<file path="src/rtl/ifs_pkg.sv">
package ifs_pkg;
  typedef enum logic [1:0] {
    PH_IDLE         = 2'd0,
    PH_INTERMISSION = 2'd1,
    PH_SUSPEND      = 2'd2,
    PH_FRAME        = 2'd3
  } ifs_phase_e;
endpackage

</file>
<file path="src/rtl/ifs_field_counter.sv">
module ifs_field_counter #(
  parameter int CNT_W = 4
) (
  input  logic             clk,
  input  logic             rst,
  input  logic             clr,
  input  logic             inc,
  output logic [CNT_W-1:0] count
);
  always_ff @(posedge clk) begin
    if (rst || clr) count <= '0;
    else if (inc)   count <= count + 1'b1;
  end
endmodule

</file>
<file path="src/rtl/ifs_suspend_flag.sv">
module ifs_suspend_flag (
  input  logic clk,
  input  logic rst,
  input  logic capture,
  input  logic err_passive,
  input  logic tx_was_mine,
  output logic need_suspend
);
  // Decided once per frame end; held for the whole gap that follows.
  always_ff @(posedge clk) begin
    if (rst)          need_suspend <= 1'b0;
    else if (capture) need_suspend <= err_passive & tx_was_mine;
  end
endmodule

</file>
<file path="src/rtl/ifs_phase_ctrl.sv">
module ifs_phase_ctrl
  import ifs_pkg::*;
#(
  parameter int INTER_BITS = 3,
  parameter int SUSP_BITS  = 8,
  parameter int CNT_W      = 4
) (
  input  logic             clk,
  input  logic             rst,
  input  logic             bit_tick,
  input  logic             bus_bit,
  input  logic             eof_done,
  input  logic             errovl_start,
  input  logic             tx_pending,
  input  logic             need_suspend,
  input  logic [CNT_W-1:0] count,
  output logic             cnt_clr,
  output logic             cnt_inc,
  output ifs_phase_e       phase,
  output logic             sof_permit,
  output logic             overload
);
  localparam logic [CNT_W-1:0] INTER_LAST = CNT_W'(INTER_BITS - 1);
  localparam logic [CNT_W-1:0] SUSP_LAST  = CNT_W'(SUSP_BITS - 1);

  ifs_phase_e nxt_phase;
  logic       ovl_set;
  logic       ovl_clr;
  logic       dominant;

  assign dominant = ~bus_bit;

  always_comb begin
    nxt_phase = phase;
    cnt_clr   = 1'b0;
    cnt_inc   = 1'b0;
    ovl_set   = 1'b0;
    ovl_clr   = 1'b0;
    if (bit_tick) begin
      if (errovl_start) begin
        nxt_phase = PH_FRAME;
        cnt_clr   = 1'b1;
      end else if (eof_done) begin
        nxt_phase = PH_INTERMISSION;
        cnt_clr   = 1'b1;
        ovl_clr   = 1'b1;
      end else begin
        unique case (phase)
          PH_INTERMISSION: begin
            if (dominant) begin
              nxt_phase = PH_FRAME;
              cnt_clr   = 1'b1;
              ovl_set   = 1'b1;
            end else if (count == INTER_LAST) begin
              nxt_phase = need_suspend ? PH_SUSPEND : PH_IDLE;
              cnt_clr   = 1'b1;
            end else begin
              cnt_inc = 1'b1;
            end
          end
          PH_SUSPEND: begin
            if (dominant) begin
              nxt_phase = PH_FRAME;
              cnt_clr   = 1'b1;
            end else if (count == SUSP_LAST) begin
              nxt_phase = PH_IDLE;
              cnt_clr   = 1'b1;
            end else begin
              cnt_inc = 1'b1;
            end
          end
          PH_IDLE: begin
            if (dominant) nxt_phase = PH_FRAME;
          end
          default: nxt_phase = PH_FRAME;
        endcase
      end
    end
  end

  always_ff @(posedge clk) begin
    if (rst) begin
      phase      <= PH_IDLE;
      sof_permit <= 1'b0;
      overload   <= 1'b0;
    end else if (bit_tick) begin
      phase      <= nxt_phase;
      sof_permit <= (nxt_phase == PH_IDLE) && tx_pending;
      if (ovl_set)      overload <= 1'b1;
      else if (ovl_clr) overload <= 1'b0;
    end
  end
endmodule

</file>
<file path="src/rtl/ifs_sequencer.sv">
module ifs_sequencer
  import ifs_pkg::*;
#(
  parameter int INTER_BITS = 3,
  parameter int SUSP_BITS  = 8
) (
  input  logic       clk,
  input  logic       rst,
  input  logic       bit_tick,
  input  logic       bus_bit,
  input  logic       eof_done,
  input  logic       tx_was_mine,
  input  logic       err_passive,
  input  logic       tx_pending,
  input  logic       errovl_start,
  output logic [1:0] phase,
  output logic       sof_permit,
  output logic       overload
);
  localparam int LONGEST = (INTER_BITS > SUSP_BITS) ? INTER_BITS : SUSP_BITS;
  localparam int CNT_W   = $clog2(LONGEST + 1);

  logic             cnt_clr;
  logic             cnt_inc;
  logic [CNT_W-1:0] count;
  logic             need_suspend;
  ifs_phase_e       phase_q;

  ifs_field_counter #(.CNT_W(CNT_W)) u_cnt (
    .clk   (clk),
    .rst   (rst),
    .clr   (cnt_clr),
    .inc   (cnt_inc),
    .count (count)
  );

  ifs_suspend_flag u_susp (
    .clk          (clk),
    .rst          (rst),
    .capture      (bit_tick & eof_done & ~errovl_start),
    .err_passive  (err_passive),
    .tx_was_mine  (tx_was_mine),
    .need_suspend (need_suspend)
  );

  ifs_phase_ctrl #(
    .INTER_BITS (INTER_BITS),
    .SUSP_BITS  (SUSP_BITS),
    .CNT_W      (CNT_W)
  ) u_ctrl (
    .clk          (clk),
    .rst          (rst),
    .bit_tick     (bit_tick),
    .bus_bit      (bus_bit),
    .eof_done     (eof_done),
    .errovl_start (errovl_start),
    .tx_pending   (tx_pending),
    .need_suspend (need_suspend),
    .count        (count),
    .cnt_clr      (cnt_clr),
    .cnt_inc      (cnt_inc),
    .phase        (phase_q),
    .sof_permit   (sof_permit),
    .overload     (overload)
  );

  assign phase = phase_q;
endmodule

</file>
<file path="config.mk">
export PLATFORM = sky130hd
export DESIGN_NAME = ifs_sequencer
export DESIGN_NICKNAME = d
export VERILOG_FILES = /design/src/rtl/ifs_pkg.sv /design/src/rtl/ifs_field_counter.sv /design/src/rtl/ifs_suspend_flag.sv /design/src/rtl/ifs_phase_ctrl.sv /design/src/rtl/ifs_sequencer.sv
export SDC_FILE = /design/constraint.sdc
export NUM_CORES = 1
export LEC_CHECK = 0
export ABC_CLOCK_PERIOD_IN_PS = 1800
export BUFFER_PORTS_ARGS = -buffer_cell sky130_fd_sc_hd__buf_2
export CAP_MARGIN = 0
export CORE_MARGIN = 2
export CORE_UTILIZATION = 46
export CTS_BUF_LIST = sky130_fd_sc_hd__clkbuf_16
export DETAILED_ROUTE_END_ITERATION = 6
export PLACE_DENSITY = 0.7
export REMOVE_ABC_BUFFERS = 1
export SLEW_MARGIN = 10
export SYNTH_ARGS = -nofsm -noshare
export SYNTH_HDL_FRONTEND = slang
export SYNTH_SLANG_ARGS = --single-unit
export TNS_END_PERCENT = 30
</file>
<file path="constraint.sdc">
create_clock -name clk -period 1.8 [get_ports clk]
set_clock_uncertainty 0.05 [all_clocks]
set_input_delay 0.27 -clock clk [delete_from_list [all_inputs] [get_ports clk]]
set_output_delay 0.27 -clock clk [all_outputs]
set_load 0.01 [all_outputs]
</file>
==> flow_summary.ini <==
[global_route]
gr-total-overflow = 0
antenna_found_initial = 0
grt_pass1_vias = 557
grt_pass1_wl_um = 2370
grt_max_degree = 9
track_usage = 0.223

[synth]
synth_top_family_by_area = simple AND/OR/NAND/NOR gates
avgSynthCellArea_um2 = 8.53
syn_inst = 72
yosysWarnings = 0
synth-edff-count = 0
ys_ff_latch = 9
synthSimpleGateAreaFrac = 0.277
synth-seq-area-share = 0.293
synthArstFlopShare = 0
synth_xor_area_frac = 0.0428
synth_cell_types = 32
synth_compound_area_frac = 0.210
yosys_most_used_dff = dfxtp_1
synth_area_um2 = 614
synthMuxAreaShare = 0
synthAdderAreaFrac = 0.122

[clocking]
clk_pin_slew_ns = 0.04
cts_setup_buffers = 0
cts_made_buffers = 3
clk_latency_ns = 0.23
cts_root_buffer = clkbuf_16
cts_tree = built
cts.sinks = 9
htreeDepth = 1
postCtsHoldBufs = 0
clk_path_buf_depth = 2

[critical_path]
worstSetupPathType = flip-flop to flip-flop
cp-start-kind = flip-flop
r2r-start = u_ctrl.phase[0]
r2r_slack_ns = 0.05
r2r_end = u_cnt.count[1]
cp-end-kind = flip-flop
worstPathRequired_ns = 1.89
ff2ff_path_depth = 6
startpoint = u_ctrl.phase[0]
cp_max_fo = 3
arrival_ns = 1.84

[power_and_ir_drop]
p_per_area_mw_per_mm2 = 813
p_total_mw = 0.706
leakage_nw = 0.361
max-vdd-ir-drop_mv = 0.709

[place]
gp_congestion = 0.849
placed_cell_area_um2 = 749
io_buffer_count = 12
post-place-ws_ns = -0.0335
dpl.hpwl_um = 1160

[min_path]
hold_path_class = input port to flip-flop
hold_depth = 2
holdPathEnd = u_ctrl.phase[0]
hp-start = bit_tick

[sta]
fin_crit_sh = 0.973
drv_slew = 0
tightestPinTransition_ns = 0.272
relSlewSlack = 0.818
setup_ws_ns = 0.0481
finalSetupViolCount = 0
holdWs_ns = 0.263
fmax_mhz = 571
fin_crit_ns = 1.75
hold_viol = 0

[finish]
fin_nets = 111
final_common_cell = buf_2
area_delta_synth_final_pct = 41.3
final_util = 0.684
final_cell_mix = 12 x buf_2, 9 x inv_1, 8 x buf_4, 8 x dfxtp_1
stdcell_area_um2 = 868
diodes = 0
fillers = 104
drive_gt1_frac = 0.389

[detailed_routing]
vias_per_cell = 5.52
drc = 0
drtAntennaViolNets = 0
drt-initial-drc-count = 12
firstDrtPassIters = 4
wire_per_inst_um = 15.6
wl_um = 1720
routed-via-count = 607

[job]
maxCapViolCount = 0

[floorplan]
core_region_area_mm2 = 0.00127
die_w_um = 40.5
fp.dieArea_mm2 = 0.00164
fp.dieH_um = 40.5
start_util = 0.484
rows = 13
ioPinCount = 13

[status]
status = completed
timing repair:
item | 4_1_cts | 5_1_grt
gates resized for setup | 1 | 8
pin swaps | 1 | 4
setup endpoints to repair | 1 | 3
cell usage after synthesis (all sizes together) (2+ instances only):
library cell  number  area share
a21oi              6       0.055
a21boi             2       0.024
or3b               3       0.047
dfxtp              9        0.29
nor3               6       0.067
nor4               2       0.031
ha                 6        0.12
inv                8       0.049
nand3              3       0.024
nand2              3       0.018
nor2b              2       0.020
o21ai              3       0.024
nor2               5       0.035
xnor2              3       0.043
area by class of cell:
| class | count | area (µm²) | area share |
|---|---|---|---|
| repair buffers | 20 | 120 | 0.138 |
| flip-flops and latches | 9 | 181 | 0.209 |
| well taps | 15 | 18.8 | 0.0216 |
| clock inverters | 1 | 3.75 | 0.00432 |
| multi-input cells | 54 | 439 | 0.506 |
| clock buffers | 3 | 75.1 | 0.0865 |
| inverters | 8 | 30.0 | 0.0346 |
metal layers:
layer / routed length, µm / vias up / GRT usage
li1: - / 309 / -
met1: 739 / 269 / 0.289
met2: 834 / 21 / 0.361
met3: 79 / 8 / 0.0333
met4: 65 / 0 / 0.100
met5: 0 / - / 0
worst max path at each step:
| stage | slack (ns) | endpoint |
|---|---|---|
| 6_report | 0.05 | u_cnt.count[1] |
| 3_5_place_dp | -0.03 | u_cnt.count[1] |
| 3_3_place_gp | 0.02 | u_cnt.count[1] |
| 2_1_floorplan | -0.12 | u_cnt.count[1] |
| 4_1_cts | 0.007 | u_cnt.count[1] |
| 5_1_grt | -0.05 | u_cnt.count[1] |
worst max-delay path: stages (launching register included):
cell and delay [ns]:
dfxtp_2 0.33, inv_1 0.06, ha_2 0.18, or3b_4 0.38
a21oi_4 0.22, nor3_4 0.09, a2111oi_2 0.34
through the flow:
step	std cells	setup TNS (ns)
2_1_floorplan	71	-0.138
3_3_place_gp	106	0
3_5_place_dp	106	-0.0335
4_1_cts	110	0
5_1_grt	110	-0.0914
6_report	110	0
where the power goes:
| group | internal [mW] | switching, mW |
|---|---|---|
| combinational | 0.0483 | 0.0606 |
| clock | 0.290 | 0.0962 |
| sequential | 0.206 | 0.00473 |
state kept, by name, indices dropped and copies added (netlist names):
| register | count |
|---|---|
| u_cnt.count | 4 |
| u_ctrl.overload | 1 |
| u_ctrl.phase | 2 |
| u_ctrl.sof_permit | 1 |
| u_susp.need_suspend | 1 |
logic make-up after synthesis:
kind of cell | count (synthesis)
compound gates | 18
buf+inv | 9
flops | 9
simple gates | 27
fa+ha+maj | 6
xor+xnor | 3
Power figures use the tool's default switching activity.
